File: src/rtl/pbusPostPkg.sv
package pbusPostPkg;
  typedef enum logic [1:0] {
    SZ_BYTE  = 2'd0,
    SZ_HALF  = 2'd1,
    SZ_WORD  = 2'd2,
    SZ_DWORD = 2'd3
  } accSize_e;

  // Strobes from control to datapath, valid in the request cycle
  typedef struct packed {
    logic loadLatch;  // accepted write: capture into holding register
    logic readLatch;  // read while busy: answer from holding register
    logic readBus;    // read while idle: answer from bus
  } ctlStrobes_t;
endpackage

File: src/rtl/pbusIdleStub.sv
module pbusIdleStub #(
  parameter logic [31:0] IDLE_WORD = 32'hFFFF_FFFF
) (
  output logic [63:0] idleData
);
  // Stand-in for the external bus: always returns the idle pattern
  assign idleData = {IDLE_WORD, IDLE_WORD};
endmodule

File: src/rtl/pbusPostCtrl.sv
module pbusPostCtrl
  import pbusPostPkg::*;
#(
  parameter int unsigned DONE_CYCLES = 100,
  parameter int unsigned CNT_W = $clog2(DONE_CYCLES + 1)
) (
  input  logic             clk,
  input  logic             rst,
  input  logic             reqValid,
  input  logic             reqWrite,
  output ctlStrobes_t      strobes,
  output logic             busy,
  output logic             accepted,
  output logic             dropped,
  output logic             stallValid,
  output logic [CNT_W-1:0] stallCycles
);
  localparam logic [CNT_W-1:0] LOAD_VAL = CNT_W'(DONE_CYCLES);

  logic [CNT_W-1:0] remainCnt;
  logic             busyQ;
  logic             isWr;
  logic             isRd;

  always_comb begin
    isWr              = reqValid && reqWrite;
    isRd              = reqValid && !reqWrite;
    strobes.loadLatch = isWr && !busyQ;
    strobes.readLatch = isRd && busyQ;
    strobes.readBus   = isRd && !busyQ;
  end

  always_ff @(posedge clk) begin
    if (rst) begin
      remainCnt   <= '0;
      busyQ       <= 1'b0;
      accepted    <= 1'b0;
      dropped     <= 1'b0;
      stallValid  <= 1'b0;
      stallCycles <= '0;
    end else begin
      accepted    <= strobes.loadLatch;
      dropped     <= isWr && busyQ;
      stallValid  <= strobes.readLatch;
      stallCycles <= strobes.readLatch ? remainCnt : '0;
      if (strobes.loadLatch) begin
        remainCnt <= LOAD_VAL;
        busyQ     <= 1'b1;
      end else if (strobes.readLatch) begin
        remainCnt <= '0;
        busyQ     <= 1'b0;
      end else if (busyQ) begin
        if (remainCnt == CNT_W'(1)) begin
          remainCnt <= '0;
          busyQ     <= 1'b0;
        end else begin
          remainCnt <= remainCnt - CNT_W'(1);
        end
      end
    end
  end

  assign busy = busyQ;
endmodule

File: src/rtl/pbusPostData.sv
module pbusPostData
  import pbusPostPkg::*;
(
  input  logic        clk,
  input  logic        rst,
  input  ctlStrobes_t strobes,
  input  logic [1:0]  reqSize,
  input  logic        reqAddrLow,
  input  logic [63:0] wrData,
  input  logic [63:0] idleData,
  output logic [63:0] rdData,
  output logic        rdValid
);
  logic [31:0] latchQ;
  logic [31:0] placed;
  logic [63:0] fromLatch;
  logic [63:0] fromBus;

  // Write placement into the 32-bit holding register
  always_comb begin
    unique case (accSize_e'(reqSize))
      SZ_BYTE:  placed = reqAddrLow ? {8'h00, wrData[7:0], 16'h0000}
                                    : {wrData[7:0], 24'h000000};
      SZ_HALF:  placed = {wrData[15:0], 16'h0000};
      SZ_WORD:  placed = wrData[31:0];
      default:  placed = wrData[63:32];
    endcase
  end

  // Read formatting from holding register and from bus
  always_comb begin
    unique case (accSize_e'(reqSize))
      SZ_BYTE: begin
        fromLatch = {56'h0, latchQ[31:24]};
        fromBus   = {56'h0, idleData[7:0]};
      end
      SZ_HALF: begin
        fromLatch = {48'h0, latchQ[31:16]};
        fromBus   = {48'h0, idleData[15:0]};
      end
      SZ_WORD: begin
        fromLatch = {32'h0, latchQ};
        fromBus   = {32'h0, idleData[31:0]};
      end
      default: begin
        fromLatch = {latchQ, 32'h0};
        fromBus   = idleData;
      end
    endcase
  end

  always_ff @(posedge clk) begin
    if (rst) begin
      latchQ  <= '0;
      rdData  <= '0;
      rdValid <= 1'b0;
    end else begin
      if (strobes.loadLatch) latchQ <= placed;
      rdValid <= strobes.readLatch || strobes.readBus;
      if (strobes.readLatch)    rdData <= fromLatch;
      else if (strobes.readBus) rdData <= fromBus;
      else                      rdData <= '0;
    end
  end
endmodule

File: src/rtl/pbusPostLatch.sv
module pbusPostLatch
  import pbusPostPkg::*;
#(
  parameter int unsigned DONE_CYCLES = 100,
  parameter logic [31:0] IDLE_WORD = 32'hFFFF_FFFF,
  localparam int unsigned CNT_W = $clog2(DONE_CYCLES + 1)
) (
  input  logic             clk,
  input  logic             rst,
  input  logic             reqValid,
  input  logic             reqWrite,
  input  logic [1:0]       reqSize,
  input  logic             reqAddrLow,
  input  logic [63:0]      wrData,
  output logic [63:0]      rdData,
  output logic             rdValid,
  output logic             busy,
  output logic             accepted,
  output logic             dropped,
  output logic             stallValid,
  output logic [CNT_W-1:0] stallCycles
);
  ctlStrobes_t strobes;
  logic [63:0] idleData;

  pbusPostCtrl #(.DONE_CYCLES(DONE_CYCLES), .CNT_W(CNT_W)) uCtrl (
    .clk(clk), .rst(rst), .reqValid(reqValid), .reqWrite(reqWrite),
    .strobes(strobes), .busy(busy), .accepted(accepted), .dropped(dropped),
    .stallValid(stallValid), .stallCycles(stallCycles)
  );

  pbusIdleStub #(.IDLE_WORD(IDLE_WORD)) uStub (.idleData(idleData));

  pbusPostData uData (
    .clk(clk), .rst(rst), .strobes(strobes), .reqSize(reqSize),
    .reqAddrLow(reqAddrLow), .wrData(wrData), .idleData(idleData),
    .rdData(rdData), .rdValid(rdValid)
  );
endmodule

File: config.mk
export PLATFORM = sky130hd
export DESIGN_NAME = pbusPostLatch
export DESIGN_NICKNAME = d
export VERILOG_FILES = /design/src/rtl/pbusPostPkg.sv /design/src/rtl/pbusIdleStub.sv /design/src/rtl/pbusPostCtrl.sv /design/src/rtl/pbusPostData.sv /design/src/rtl/pbusPostLatch.sv
export SDC_FILE = /design/constraint.sdc
export NUM_CORES = 1
export LEC_CHECK = 0
export ABC_CLOCK_PERIOD_IN_PS = 2340
export BUFFER_PORTS_ARGS = -buffer_cell sky130_fd_sc_hd__buf_2
export CAP_MARGIN = 40
export CORE_MARGIN = 10
export CORE_UTILIZATION = 53
export DETAILED_ROUTE_END_ITERATION = 6
export PLACE_DENSITY = 0.77
export SETUP_SLACK_MARGIN = 0.2
export SLEW_MARGIN = 40
export SYNTH_ARGS = -nofsm -noshare
export SYNTH_HDL_FRONTEND = slang
export SYNTH_HIERARCHICAL = 1
export SYNTH_SLANG_ARGS = --single-unit
File: constraint.sdc
create_clock -name clk -period 2.34 [get_ports clk]
set_input_delay 0.468 -clock clk [delete_from_list [all_inputs] [get_ports clk]]
set_output_delay 0.468 -clock clk [all_outputs]
set_load 0.02 [all_outputs]
==> results of run 1 <==
-- power by group --
group	total (mW)	switching (mW)	internal (mW)	leakage [nW]
registers	2.07	0.0584	2.02	0.932
clock network	2.57	0.866	1.70	0.284
logic	0.517	0.306	0.211	1.73
-- kinds of logic after synthesis --
kind of cell	Yosys count
adders and majority gates	2
DFF	115
and+or+nand+nor	187
muxes	48
xor gates and xnor gates	1
other	1
AOI/OAI and AO/OA	139
buffers and inverters	112
-- cell type report --
type,instances,area [um^2]
multi-input combinational,441,2700
fill,846,3630
timing repair buffer,162,863
clock buffer,23,467
inverter,5,18.8
sequential,115,2300
clock inverter,9,128
tap,136,170
-- cells in the final DEF (no fill, tap or decap), types with 5 or more instances in the layout --
cell and count:
buf_4 15, nor3_1 5, clkbuf_16 16, mux2_2 24, dfxtp_1 115, a221o_1 8
buf_2 146, nand2_1 34, o22ai_1 6, and2_1 10, a21oi_1 46, mux2i_1 24
nand3_1 10, nor2b_1 20, a22oi_1 48, nand2b_1 15, nor2_4 10, o21ai_0 9
nor2_1 64, inv_1 5, o31ai_1 7, conb_1 64
-- flip-flops by register name, indices dropped and copies added, names as in the netlist --
signal,count
uData/rdData,64
uData/latchQ,32
uCtrl/remainCnt,7
uCtrl/stallCycles,7
uCtrl/accepted,1
uCtrl/busy,1
uCtrl/dropped,1
uCtrl/stallValid,1
uData/rdValid,1
-- worst max-delay path by stage --
stage | to | startpoint
final | uData/rdData[18] | uCtrl/busy
after global routing | uData/rdData[18] | uCtrl/busy
after CTS | uData/rdData[18] | uCtrl/busy
after detailed placement | uData/rdData[24] | reqWrite
after global placement | uData/rdData[23] | reqWrite
after floorplan | uData/rdData[49] | uCtrl/busy
-- per-layer routing --
layer | share of wire | track usage | routed length (um)
met4 | 0.032 | 0.104 | 507
met2 | 0.47 | 0.332 | 7440
met1 | 0.40 | 0.247 | 6320
met5 | 0.00044 | 0 | 7
met3 | 0.099 | 0.0813 | 1580
-- worst register-to-register path: cells and delay by family, from the launching register on --
family / cells / cell delay, ns
buf+inv: 1 / 0.18
compound gates: 1 / 0.14
flops: 1 / 0.40
simple gates: 4 / 1.05
-- metrics by stage --
stage,power (mW),area (um^2),instances,utilization
final,5.16,6640,891,0.646
after global routing,5.33,6640,891,0.646
after CTS,5.17,6640,891,0.646
after detailed placement,2.62,6050,859,0.589
after global placement,2.60,6050,859,0.589
after floorplan,2.52,5790,668,-
==> run summary, run 1 <==
post-synth top area cell: dfxtp_1
Startpoint Class: register
vias in the first global route: 4,661
Synth area leaders: dfxtp_1 41%, buf_4 9.2%, a22oi_1 6.5%, mux2_2 4.9%, mux2i_1 4.3%
Cell variety after synth: 52
R2R setup slack: 0.49 ns
setup TNS: 0 ns
Placer Congestion: 0.866
Yosys reg bits: 115
clock-pin slew on the worst setup and hold paths: 0.06 ns
nets: 815
VDD IR max: 0.409 mV
max-slew violations: 0
Final Routed Wirelength: 15,900 um
Die Ht: 122 um
pwr dens: 776 nW/um^2
largest net degree at the start of global routing: 37
Synth top cells by count: 115 x dfxtp_1, 68 x buf_4, 64 x nor2_1
most common cell in the netlist: dfxtp_1
Clock Tree Buf Depth: 2
CTS buffer count: 17
Period minus WS final: 1.85 ns
Routed WL per cell: 17.8 um
post-synthesis async set-or-reset flop share: 0
worst setup margin: 0.493 ns
Max H-tree Level: 4
Pleak: 2.95 nW
compound-gate portion of the synthesized area: 0.166
reg2reg end: uData/rdData[18]
area grow syn2layout: 19.7%
layout cell share with drive strength beyond 1: 0.311
slowest CP cell: and2_1
first drt pass iteration count: 6
first-pass GRT wire length: 24,600 um
Place WS: 0.167 ns
Antenna Cells: 0
RSZ-0062 raised after global routing: false
Rows: 37
worst skew pair latency: 0.52 ns
final hold vios: 0
Tot GR Track Use: 0.211
vias: 4,695
Min Hold Slack: 0.258 ns
Vias/cell: 5.27
CTS tree: done
Core ar.: 10,300 um^2
total setup buffers inserted after CTS: 0
Simple-Gate Fraction of Synth Area: 0.179
worst reg2reg path startpoint: uCtrl/busy
yosys warns: 6
remaining antenna violation count: 0
peak fanout along the critical path: 16
CP Capture Type: register
Ports: 147
Hold Path Cell Cnt: 3
DRC Markers: 0
min-delay src: reqWrite
synthesized cell area: 5550 um^2
post-synthesis mux area share: 0.0920
Most used DFF post-synth: dfxtp_1
Worst path max stage delay: 0.53 ns
initial drt markers: 407
# port buffers: 146
Levels on crit path: 6
reg2reg path depth: 6
Setup Viol. Count Final: 0
# resized after CTS: 0
Die ar.: 15,000 um^2
initial core utilization: 0.540
WP data required: 2.78 ns
Min-Delay Path Class: primary input to register
pin slew with the least headroom to its limit: 0.631 ns
Max Cap Viol: 0
hold_buf cts: 0
Setup Crit Path Kind: register to register
sequential area share after synthesis: 0.415
Die X-Extent: 122 um
initial antenna violation count: 1
HPWL after DPL: 11,500 um
Synth top area share: 0.415
clock sink total: 115
CTS root buf: clkbuf_8
crit share post-route: 0.789
Post-synth EDFFs: 0
crit-path cells: and2_2, nor2b_1, buf_4, and2_1, a22oi_1, nor2_1
Worst Clk Skew: 0.00705 ns
Slew headroom: 0.579
Post-Synthesis Cells: 605
Buf/Inv on CP: 1
CP top delay family: simple AND/OR/NAND/NOR gates
outcome: completed
critical path data arrival time: 2.29 ns
grt total ovfl: 0
Synth Area in Adders: 0.00451
Post-Synth XOR/XNOR Area: 0.00158
largest family of logic cells by synthesized area: simple AND/OR/NAND/NOR gates
max frequency: 541 MHz
Worst Hold Path EP: uCtrl/dropped
Syn Area/Cell: 9.17 um^2
Note: power is estimated with default switching activity, not from simulation.
==> run 2: changes to the inputs <==
--- a/config.mk
+++ b/config.mk
@@ -5,7 +5,7 @@
 export SDC_FILE = /design/constraint.sdc
 export NUM_CORES = 1
 export LEC_CHECK = 0
-export ABC_CLOCK_PERIOD_IN_PS = 2340
+export ABC_CLOCK_PERIOD_IN_PS = 1700
 export BUFFER_PORTS_ARGS = -buffer_cell sky130_fd_sc_hd__buf_2
 export CAP_MARGIN = 40
 export CORE_MARGIN = 10
==> constraint.sdc (replaced) <==
create_clock -name clk -period 1.7 [get_ports clk]
set_input_delay 0.34 -clock clk [delete_from_list [all_inputs] [get_ports clk]]
set_output_delay 0.34 -clock clk [all_outputs]
set_load 0.02 [all_outputs]
==> run summary, run 2 (synthesis results as in run 1) <==
outcome: completed
Min-Delay Path Class: primary input to register
min-delay src: wrData[17]
Max H-tree Level: 4 (unchanged)
CTS tree: done
first drt pass iteration count: 5 (-1)
Antenna Cells: 0 (unchanged)
Buf/Inv on CP: 1 (unchanged)
Routed WL per cell: 17.2 um (-3.4%)
initial drt markers: 364 (-11%)
CP startpoint: uCtrl/busy
setup TNS: 0 ns (unchanged)
CP Capture Type: register
largest registers: uData/rdData x64, uData/latchQ x32
layout cell share with drive strength beyond 1: 0.346 (+0.0342)
Startpoint Class: register
final hold vios: 0 (unchanged)
initial core utilization: 0.540 (unchanged)
# port buffers: 146 (unchanged)
max frequency: 694 MHz (+28%)
crit share post-route: 0.848 (+0.0586)
CP top delay family: simple AND/OR/NAND/NOR gates
Placer Congestion: 0.848 (-2.1%)
Rows: 37 (unchanged)
Die X-Extent: 122 um (unchanged)
pwr dens: 1020 nW/um^2 (+31%)
initial antenna violation count: 0 (-1)
critical path data arrival time: 1.85 ns (-0.44 ns)
Die ar.: 15,000 um^2 (unchanged)
clock sink total: 115 (unchanged)
most frequent cells in the layout: 146 x buf_2, 112 x dfxtp_1, 64 x conb_1
peak fanout along the critical path: 17 (+1)
Ports: 147 (unchanged)
Period minus WS final: 1.44 ns (-0.406 ns)
vias in the first global route: 4,687 (+0.56%)
area grow syn2layout: 22.2%
slowest CP cell: dfxtp_4
commonest non-fill, non-tap cell in the layout: buf_2
first-pass GRT wire length: 24,000 um (-2.4%)
Tot GR Track Use: 0.203 (-0.00767)
R2R setup slack: 0.26 ns (-0.23 ns)
Core ar.: 10,300 um^2 (unchanged)
VDD IR max: 0.637 mV (+56%)
remaining antenna violation count: 0 (unchanged)
worst setup margin: 0.258 ns (-0.234 ns)
max-slew violations: 0 (unchanged)
RSZ-0062 raised after global routing: true
HPWL after DPL: 11,700 um (+1.7%)
CTS root buf: clkbuf_8
Fillers: 825 (-2.5%)
Final Routed Wirelength: 15,500 um (-2.1%)
WP data required: 2.11 ns (-0.67 ns)
crit-path cells: and2_4, buf_4, nand2b_1, o21ai_0
Setup Crit Path Kind: register to register
largest reg by FF count: uData/rdData
Vias/cell: 5.21 (-1.1%)
largest net degree at the start of global routing: 27 (-27%)
CTS buffer count: 17 (unchanged)
Max Cap Viol: 0 (unchanged)
hold_buf cts: 0 (unchanged)
Setup Viol. Count Final: 0 (unchanged)
nets: 828 (+1.6%)
Worst path max stage delay: 0.40 ns (-0.13 ns)
DRC Markers: 0 (unchanged)
worst reg2reg path startpoint: uCtrl/busy
vias: 4,706 (+0.23%)
Clock Tree Buf Depth: 2 (unchanged)
Place WS: -0.133 ns (-0.300 ns)
grt total ovfl: 0 (unchanged)
max FFs per register: 64 (unchanged)
Die Ht: 122 um (unchanged)
worst skew pair latency: 0.51 ns (about the same)
Pleak: 3.02 nW (+2.4%)
clock-pin slew on the worst setup and hold paths: 0.05 ns (about the same)
Worst Clk Skew: 0.00669 ns (-0.000358 ns)
-- run 2: cell types whose count changed in the layout (fill, tap and decap cells not counted), moves of 3 or more --
| cell | before | now |
|---|---|---|
| a22oi_2 | 0 | 5 |
| and2_1 | 10 | 7 |
| buf_4 | 15 | 27 |
| clkbuf_1 | 3 | 6 |
| dfxtp_1 | 115 | 112 |
| a22oi_1 | 48 | 43 |
| nor2_1 | 64 | 61 |
| clkinvlp_4 | 3 | 0 |
-- run 2: path summary, 6_finish.rpt --
| kind | endpoint | depth (start not counted) |
|---|---|---|
| hold reg to reg | uCtrl/remainCnt[0] | 1 |
| setup reg to reg | uData/rdData[14] | 4 |
| hold / removal | uData/latchQ[17] | 3 |
| setup / recovery | uData/rdData[14] | 4 |
-- run 2: stage by stage --
stage               total power [mW]  std cells  cell area (um^2)   util  hold WS [ns]
CTS                             6.90        903              6740  0.656         0.154
global placement                3.61        871              6170  0.601         0.484
finish                          6.88        903              6780  0.660         0.182
floorplan                       3.48        668              5850      -         0.461
detailed placement              3.63        871              6170  0.601         0.498
global route                    7.12        903              6780  0.660         0.185
-- run 2: worst register-to-register path: cells and delay by family (launching register included) --
family	cells	cell delay [ns]
compound gates	1	0.30
buf+inv	1	0.23
flops	1	0.40
simple gates	2	0.41
-- run 2: area by class of cell --
type	instances	area (um^2)	share of cell area
Clock buffer	25	464	0.0685
Timing Repair Buffer	175	965	0.142
Clock inverter	6	80.1	0.0118
Multi-Input combinational cell	441	2770	0.409
Inverter	5	18.8	0.00277
Sequential cell	115	2310	0.340
Tap cell	136	170	0.0251
-- run 2: power breakdown --
group          switching (mW)  internal [mW]
sequential             0.0803           2.78
clock                    1.13           2.14
combinational           0.433          0.323
total                    1.64           5.24
-- run 2: what timing repair did --
item | in CTS | in global routing
buffers inserted | 1 | 0
setup endpoints to repair | 42 | 48
pin swaps | 0 | 1
resized for setup | 4 | 13
-- run 2: metal layers --
| metal | vias to the layer above | GRT usage | part of all wire |
|---|---|---|---|
| met5 | - | 0 | 0 |
| met4 | 0 | 0.0825 | 0.023 |
| met3 | 29 | 0.0652 | 0.080 |
| met2 | 215 | 0.329 | 0.48 |
| met1 | 2188 | 0.246 | 0.42 |
| li1 | 2274 | - | - |
